<file path="config.mk">
export PLATFORM = sky130hd
export DESIGN_NAME = ccd_field_seq
export DESIGN_NICKNAME = d
export VERILOG_FILES = /design/src/rtl/ccdseq_pkg.sv /design/src/rtl/ccdseq_line_ctr.sv /design/src/rtl/ccdseq_mode_ctl.sv /design/src/rtl/ccdseq_line_decode.sv /design/src/rtl/ccd_field_seq.sv
export SDC_FILE = /design/constraint.sdc
export NUM_CORES = 1
export LEC_CHECK = 0
export BUFFER_PORTS_ARGS = -buffer_cell sky130_fd_sc_hd__buf_2
export CORE_ASPECT_RATIO = 0.6
export CORE_MARGIN = 5
export CORE_UTILIZATION = 59
export DETAILED_ROUTE_END_ITERATION = 16
export MAX_ROUTING_LAYER = met4
export PLACE_DENSITY = 0.93
export SYNTH_ARGS = -nofsm -noshare
export SYNTH_HDL_FRONTEND = slang
export SYNTH_SLANG_ARGS = --single-unit
</file>
<file path="constraint.sdc">
create_clock -name clk -period 5.3 [get_ports clk]
set_clock_uncertainty 0.05 [all_clocks]
set_input_delay 1.325 -clock clk [delete_from_list [all_inputs] [get_ports clk]]
set_output_delay 1.325 -clock clk [all_outputs]
set_load 0.05 [all_outputs]
</file>
<file path="src/rtl/ccdseq_pkg.sv">
package ccdseq_pkg;

    typedef enum logic [1:0] {
        LT_NORMAL  = 2'd0,
        LT_READOUT = 2'd1,
        LT_SWEEP   = 2'd2
    } line_kind_e;

    typedef enum logic {
        MD_MONITOR = 1'b0,
        MD_STILL   = 1'b1
    } seq_mode_e;

    typedef struct packed {
        seq_mode_e mode;
        logic      fid;
        logic      discard;
    } field_ctx_t;

    // lines needed to move a number of vertical stages at a fixed rate per line
    function automatic int unsigned sweep_lines(int unsigned stages, int unsigned per_line);
        return (stages + per_line - 1) / per_line;
    endfunction

endpackage

</file>
<file path="src/rtl/ccdseq_line_ctr.sv">
module ccdseq_line_ctr #(
    parameter int LINE_W = 10
) (
    input  logic              clk,
    input  logic              rst,
    input  logic              hd_i,
    input  logic [LINE_W-1:0] field_len_i,
    output logic [LINE_W-1:0] line_o,
    output logic              wrap_o
);
    logic [LINE_W-1:0] line_q;

    assign wrap_o = hd_i && (line_q == field_len_i);
    assign line_o = line_q;

    always_ff @(posedge clk) begin
        if (rst) begin
            line_q <= LINE_W'(1);
        end else if (hd_i) begin
            line_q <= wrap_o ? LINE_W'(1) : line_q + LINE_W'(1);
        end
    end
endmodule

</file>
<file path="src/rtl/ccdseq_mode_ctl.sv">
module ccdseq_mode_ctl
    import ccdseq_pkg::*;
#(
    parameter int LINE_W    = 10,
    parameter int MON_LEN_A = 263,
    parameter int MON_LEN_B = 262,
    parameter int STILL_LEN = 656
) (
    input  logic              clk,
    input  logic              rst,
    input  logic              wrap_i,
    input  logic              mode_req_i,
    output field_ctx_t        ctx_o,
    output logic [LINE_W-1:0] field_len_o
);
    field_ctx_t ctx_q;
    seq_mode_e  req_mode;

    assign req_mode = seq_mode_e'(mode_req_i);
    assign ctx_o    = ctx_q;

    always_ff @(posedge clk) begin
        if (rst) begin
            ctx_q.mode    <= MD_MONITOR;
            ctx_q.fid     <= 1'b0;
            ctx_q.discard <= 1'b0;
        end else if (wrap_i) begin
            if (req_mode != ctx_q.mode) begin
                ctx_q.mode    <= req_mode;
                ctx_q.fid     <= 1'b0;
                ctx_q.discard <= 1'b1;
            end else begin
                ctx_q.fid     <= ~ctx_q.fid;
                ctx_q.discard <= 1'b0;
            end
        end
    end

    always_comb begin
        if (ctx_q.mode == MD_STILL)
            field_len_o = LINE_W'(STILL_LEN);
        else if (ctx_q.fid)
            field_len_o = LINE_W'(MON_LEN_B);
        else
            field_len_o = LINE_W'(MON_LEN_A);
    end
endmodule

</file>
<file path="src/rtl/ccdseq_line_decode.sv">
module ccdseq_line_decode
    import ccdseq_pkg::*;
#(
    parameter int LINE_W          = 10,
    parameter int ROW_W           = 11,
    parameter int STEP_W          = 3,
    parameter int READ_LINE       = 2,
    parameter int STAGES_PER_LINE = 57,
    parameter int SWEEP_STAGES_A  = 1368,
    parameter int SWEEP_STAGES_B  = 684,
    parameter int MON_ROW_FIRST   = 3,
    parameter int MON_ROW_STEP    = 5,
    parameter int STILL_ROW_STEP  = 2
) (
    input  logic              clk,
    input  logic              rst,
    input  logic              hd_i,
    input  logic [LINE_W-1:0] line_i,
    input  logic [LINE_W-1:0] field_len_i,
    input  logic [LINE_W-1:0] shut_line_i,
    input  field_ctx_t        ctx_i,
    output logic              vd_o,
    output line_kind_e        line_type_o,
    output logic              shut_o,
    output logic [ROW_W-1:0]  row_first_o,
    output logic [STEP_W-1:0] row_step_o
);
    localparam int XW   = LINE_W + 1;
    localparam int SW_A = int'(sweep_lines(SWEEP_STAGES_A, STAGES_PER_LINE));
    localparam int SW_B = int'(sweep_lines(SWEEP_STAGES_B, STAGES_PER_LINE));

    logic [LINE_W-1:0] shut_q;
    logic [LINE_W-1:0] shut_tgt;
    logic [XW-1:0]     line_x;
    logic [XW-1:0]     sweep_n;
    logic [XW-1:0]     read_x;
    logic              still;

    assign still  = (ctx_i.mode == MD_STILL);
    assign line_x = {1'b0, line_i};
    assign vd_o   = (line_i == LINE_W'(1));

    // shutter line captured per line so the output only moves on a strobe
    always_ff @(posedge clk) begin
        if (rst)       shut_q <= '1;
        else if (hd_i) shut_q <= shut_line_i;
    end

    always_comb begin
        if (shut_q == '0)
            shut_tgt = LINE_W'(1);
        else if (shut_q > field_len_i)
            shut_tgt = field_len_i;
        else
            shut_tgt = shut_q;
    end

    assign shut_o = !still && (line_i == shut_tgt);

    always_comb begin
        if (!still)       sweep_n = '0;
        else if (ctx_i.fid) sweep_n = XW'(SW_B);
        else              sweep_n = XW'(SW_A);
        read_x = XW'(READ_LINE) + sweep_n;
    end

    always_comb begin
        if (line_x >= XW'(READ_LINE) && line_x < read_x)
            line_type_o = LT_SWEEP;
        else if (line_x == read_x)
            line_type_o = LT_READOUT;
        else
            line_type_o = LT_NORMAL;
    end

    always_comb begin
        if (still) begin
            row_first_o = ctx_i.fid ? ROW_W'(2) : ROW_W'(1);
            row_step_o  = STEP_W'(STILL_ROW_STEP);
        end else begin
            row_first_o = ROW_W'(MON_ROW_FIRST);
            row_step_o  = STEP_W'(MON_ROW_STEP);
        end
    end
endmodule

</file>
<file path="src/rtl/ccd_field_seq.sv">
module ccd_field_seq
    import ccdseq_pkg::*;
#(
    parameter int MON_LEN_A       = 263,
    parameter int MON_LEN_B       = 262,
    parameter int STILL_LEN       = 656,
    parameter int READ_LINE       = 2,
    parameter int STAGES_PER_LINE = 57,
    parameter int SWEEP_STAGES_A  = 1368,
    parameter int SWEEP_STAGES_B  = 684,
    parameter int SENSOR_ROWS     = 1250,
    parameter int MON_ROW_FIRST   = 3,
    parameter int MON_ROW_STEP    = 5,
    parameter int STILL_ROW_STEP  = 2,
    localparam int LINE_W = $clog2(STILL_LEN + 1),
    localparam int ROW_W  = $clog2(SENSOR_ROWS + 1),
    localparam int STEP_W = $clog2(MON_ROW_STEP + 1)
) (
    input  logic              clk,
    input  logic              rst,
    input  logic              hd_i,
    input  logic              mode_req_i,
    input  logic [LINE_W-1:0] shut_line_i,
    output logic              vd_o,
    output logic [1:0]        line_type_o,
    output logic              field_id_o,
    output logic              data_valid_o,
    output logic              shut_o,
    output logic              ofdc_o,
    output logic [ROW_W-1:0]  row_first_o,
    output logic [STEP_W-1:0] row_step_o
);
    logic [LINE_W-1:0] line_w;
    logic [LINE_W-1:0] field_len_w;
    logic              wrap_w;
    field_ctx_t        ctx_w;
    line_kind_e        kind_w;

    ccdseq_line_ctr #(.LINE_W(LINE_W)) u_ctr (
        .clk         (clk),
        .rst         (rst),
        .hd_i        (hd_i),
        .field_len_i (field_len_w),
        .line_o      (line_w),
        .wrap_o      (wrap_w)
    );

    ccdseq_mode_ctl #(
        .LINE_W    (LINE_W),
        .MON_LEN_A (MON_LEN_A),
        .MON_LEN_B (MON_LEN_B),
        .STILL_LEN (STILL_LEN)
    ) u_mode (
        .clk         (clk),
        .rst         (rst),
        .wrap_i      (wrap_w),
        .mode_req_i  (mode_req_i),
        .ctx_o       (ctx_w),
        .field_len_o (field_len_w)
    );

    ccdseq_line_decode #(
        .LINE_W          (LINE_W),
        .ROW_W           (ROW_W),
        .STEP_W          (STEP_W),
        .READ_LINE       (READ_LINE),
        .STAGES_PER_LINE (STAGES_PER_LINE),
        .SWEEP_STAGES_A  (SWEEP_STAGES_A),
        .SWEEP_STAGES_B  (SWEEP_STAGES_B),
        .MON_ROW_FIRST   (MON_ROW_FIRST),
        .MON_ROW_STEP    (MON_ROW_STEP),
        .STILL_ROW_STEP  (STILL_ROW_STEP)
    ) u_dec (
        .clk         (clk),
        .rst         (rst),
        .hd_i        (hd_i),
        .line_i      (line_w),
        .field_len_i (field_len_w),
        .shut_line_i (shut_line_i),
        .ctx_i       (ctx_w),
        .vd_o        (vd_o),
        .line_type_o (kind_w),
        .shut_o      (shut_o),
        .row_first_o (row_first_o),
        .row_step_o  (row_step_o)
    );

    assign line_type_o  = kind_w;
    assign field_id_o   = ctx_w.fid;
    assign data_valid_o = !ctx_w.discard;
    assign ofdc_o       = (ctx_w.mode == MD_STILL);
endmodule

</file>
==> flow_metrics.py <==
metrics = {
    "grt": {
        "global_route_usage_over_all_layers": 0.205,
        "via_count_of_the_first_global_routing_pass": 1328,
        "antenna_found_initial": 0,
        "grt_max_degree": 19,
        "grt_first_pass_wirelength_mm": 6.40,
        "globalRouteOverflowTotal": 0,
    },
    "hold_path": {
        "hold_path_startpoint": "u_mode.ctx_o[0]",
        "worstHoldPathType": "flop to flop",
        "min_path_cells": 2,
        "worstHoldEndpoint": "u_mode.ctx_o[0]",
    },
    "floorplanning": {
        "initial_utilization": 0.602,
        "die_x_um": 79.2,
        "die_area_sq_mm": 0.00408,
        "pin_count": 35,
        "number_of_rows_in_the_core_area": 15,
        "core_area_sq_mm": 0.00282,
        "die_h_um": 51.5,
    },
    "job": {
        "cap_violations": 0,
    },
    "clock_tree": {
        "clock_slew_seen_by_the_registers_of_the_worst_setup_and_hold_paths_ns": 0.07,
        "tritoncts": "done",
        "cts.repair_timing.setup_buffer_count": 0,
        "cts.sinks": 23,
        "postCtsHoldBufs": 0,
        "htreeDepth": 1,
        "clockRootBuffer": "sky130_fd_sc_hd__clkbuf_8",
        "post_cts_resize_count": 0,
        "clock_insertion_delay_worst_skew_ns": 0.27,
        "cts_made_buffers": 3,
        "cts.path.max_buffers": 2,
    },
    "sta": {
        "finalSetupViolations": 0,
        "final_critical_path_share_of_the_clock_period": 0.859,
        "timing.final.crit_period_ns": 4.55,
        "rsz_0062_raised_after_global_routing": "false",
        "totalNegativeSetupSlack_ns": 0,
        "upper_clock_frequency_limit_mhz": 220,
        "max_slew.worst_pin.slew_ns": 0.674,
        "final.setup.worst_slack_ns": 0.746,
        "maxSlewHeadroom": 0.548,
        "final-max-slew-violation-count": 0,
        "final-hold-violation-count": 0,
    },
    "routing": {
        "drc": 0,
        "avgViaCountPerCell": 5.74,
        "wire_length_per_cell_after_detailed_routing_um": 15.1,
        "route.vias.total": 1480,
        "drtAntennaViolNets": 0,
        "postRouteWirelength_mm": 3.90,
        "first_pass_iters": 5,
        "drt_first_iter_violations": 100,
    },
    "cells_and_area": {
        "final_nets": 252,
        "area_growth_syn_to_layout_pct": 7.82,
        "drive_gt1_frac": 0.161,
        "insertedDiodeCount": 0,
        "fillCellCount": 262,
        "final_core_util": 0.649,
    },
    "critical_path": {
        "worstRegToRegCells": 6,
        "r2r_slack_ns": 3.16,
        "critPathRequiredTime_ns": 3.92,
        "cp-startpoint": "u_mode.ctx_o[2]",
        "timing.critical_path.from_type": "flop",
        "worstReg2RegStart": "u_mode.ctx_o[2]",
        "worst_setup_path_end_kind": "primary output",
        "worst_flop_to_flop_path_endpoint": "u_ctr.line_o[1]",
        "critPathMaxFanout": 18,
        "setup.worst_path.class": "flop to primary output",
        "critical_path_arrival_ns": 3.18,
    },
    "yosys": {
        "syn_area_sq_mm": 0.00170,
        "synthCells": 206,
        "synth.yosys.warnings": 0,
        "fraction_of_the_yosys_area_taken_by_sequential_cells": 0.272,
        "synth_edf_count": 0,
        "synth_top_cells_by_area": "sky130_fd_sc_hd__dfxtp_1, sky130_fd_sc_hd__ha_1, sky130_fd_sc_hd__mux2i_1, sky130_fd_sc_hd__nand2_1, sky130_fd_sc_hd__buf_4",
        "area_fraction_of_the_dominant_cell_type_after_synthesis": 0.272,
        "synth_area_leader_cell": "sky130_fd_sc_hd__dfxtp_1",
        "synth.cells.most_frequent": "sky130_fd_sc_hd__nand2_1, sky130_fd_sc_hd__dfxtp_1, sky130_fd_sc_hd__nor2_1",
        "yosys_register_bits": 23,
        "syn_avg_cell_area_sq_um": 8.23,
        "synthMostInstantiatedCell": "sky130_fd_sc_hd__nand2_1",
        "asyncSetResetFlopFracSynth": 0,
        "postSynth.topFlopCell": "sky130_fd_sc_hd__dfxtp_1",
        "count_of_unique_library_cells_instantiated_by_yosys": 51,
    },
    "power": {
        "highest_ir_drop_seen_on_vdd_mv": 0.111,
        "totalPowerFinal_mw": 0.384,
        "power.density_mw_per_mm2": 210,
        "power.leakage_nw": 0.777,
    },
    "placed_design": {
        "place.gp.congestion": 0.959,
        "buffer_ports.inserted": 25,
        "hpwlAfterDp_mm": 2.96,
        "placement.setup.worst_slack_ns": 1.09,
    },
    "status": {
        "run_status": "completed",
    },
}
## cell usage in the layout (no fill, tap or decap), types with 2 or more instances in the layout
cell                       count
sky130_fd_sc_hd__clkbuf_8      3
sky130_fd_sc_hd__nor4_1        3
sky130_fd_sc_hd__inv_1         7
sky130_fd_sc_hd__a211oi_1      3
sky130_fd_sc_hd__nand3_1      12
sky130_fd_sc_hd__buf_2        25
sky130_fd_sc_hd__xor2_1        9
sky130_fd_sc_hd__nand2b_1      3
sky130_fd_sc_hd__o21a_1        3
sky130_fd_sc_hd__ha_1         13
sky130_fd_sc_hd__nor4bb_1      2
sky130_fd_sc_hd__dfxtp_1      23
sky130_fd_sc_hd__nor3_1        3
sky130_fd_sc_hd__nand4_1       2
sky130_fd_sc_hd__nand2_1      25
sky130_fd_sc_hd__nor2_1       22
sky130_fd_sc_hd__xnor2_1       7
sky130_fd_sc_hd__o21ai_0       3
sky130_fd_sc_hd__or2_2         2
sky130_fd_sc_hd__and3_1        2
sky130_fd_sc_hd__mux2i_1      12
sky130_fd_sc_hd__conb_1        9
sky130_fd_sc_hd__a21oi_1       4
## routing by layer
layer,wire (um),global-route usage,vias to the layer above
met5,0,-,-
met4,31,0.0429,0
met3,417,0.0502,7
met2,1570,0.285,67
met1,1880,0.301,662
li1,-,-,744
## cells by family (layout without fill, tap and decap cells)
kind of cell | Yosys count | after routing | synth area share
and+or+nand+nor | 86 | 86 | 0.260
buffers and inverters | 28 | 38 | 0.0930
DFF | 23 | 23 | 0.272
muxes | 12 | 12 | 0.0709
AOI/OAI and AO/OA | 27 | 27 | 0.124
xor gates and xnor gates | 16 | 16 | 0.0827
adders and majority gates | 13 | 13 | 0.0959
other | 1 | 9 | 0.00221
## report_power, final
| part | total (mW) | internal, mW | switching [mW] |
|---|---|---|---|
| Combinational | 0.0848 | 0.0280 | 0.0568 |
| Sequential | 0.192 | 0.179 | 0.0123 |
| Clock | 0.107 | 0.0525 | 0.0545 |
| Total | 0.384 | 0.260 | 0.124 |
## registers in the layout, indices dropped and copies added (netlist names)
signal / flops
u_dec.shut_q: 10
u_ctr.line_o: 10
u_mode.ctx_o: 3
## worst max path at each step
| stage | end | slack [ns] | cells past startpoint |
|---|---|---|---|
| after floorplan | shut_o | 0.26 | 12 |
| after global placement | shut_o | 1.29 | 11 |
| after detailed placement | shut_o | 1.09 | 11 |
| after CTS | shut_o | 0.78 | 11 |
| after global routing | shut_o | 0.51 | 11 |
| final | shut_o | 0.75 | 11 |
## metrics by stage
stage / hold slack [ns] / cells / instance area [sq um]
after detailed placement: 0.468 / 254 / 1780
after floorplan: 0.410 / 214 / 1730
final: 0.472 / 258 / 1830
after global routing: 0.506 / 258 / 1830
after CTS: 0.488 / 258 / 1830
after global placement: 0.427 / 254 / 1780
## worst max-delay path: stages, from the launching register on
cell,delay [ns]
sky130_fd_sc_hd__dfxtp_1,0.35
sky130_fd_sc_hd__buf_4,0.23
sky130_fd_sc_hd__ha_1,0.25
sky130_fd_sc_hd__and4bb_1,0.22
sky130_fd_sc_hd__o21ai_1,0.11
sky130_fd_sc_hd__a21boi_2,0.09
sky130_fd_sc_hd__o31ai_4,0.50
sky130_fd_sc_hd__nand4b_1,0.19
sky130_fd_sc_hd__a311oi_1,0.33
sky130_fd_sc_hd__o22ai_1,0.17
sky130_fd_sc_hd__nor4_4,0.16
sky130_fd_sc_hd__buf_2,0.30
## cell type report
class,count,area [sq um],area share
clock buffer,3,41.3,0.0226
clock inverter,1,5.00,0.00274
inverter,8,30.0,0.0164
multi-input combinational,163,1120,0.611
sequential,23,460,0.252
tap,34,42.5,0.0233
timing repair buffer,26,133,0.0726
(Power assumes the default switching activity.)
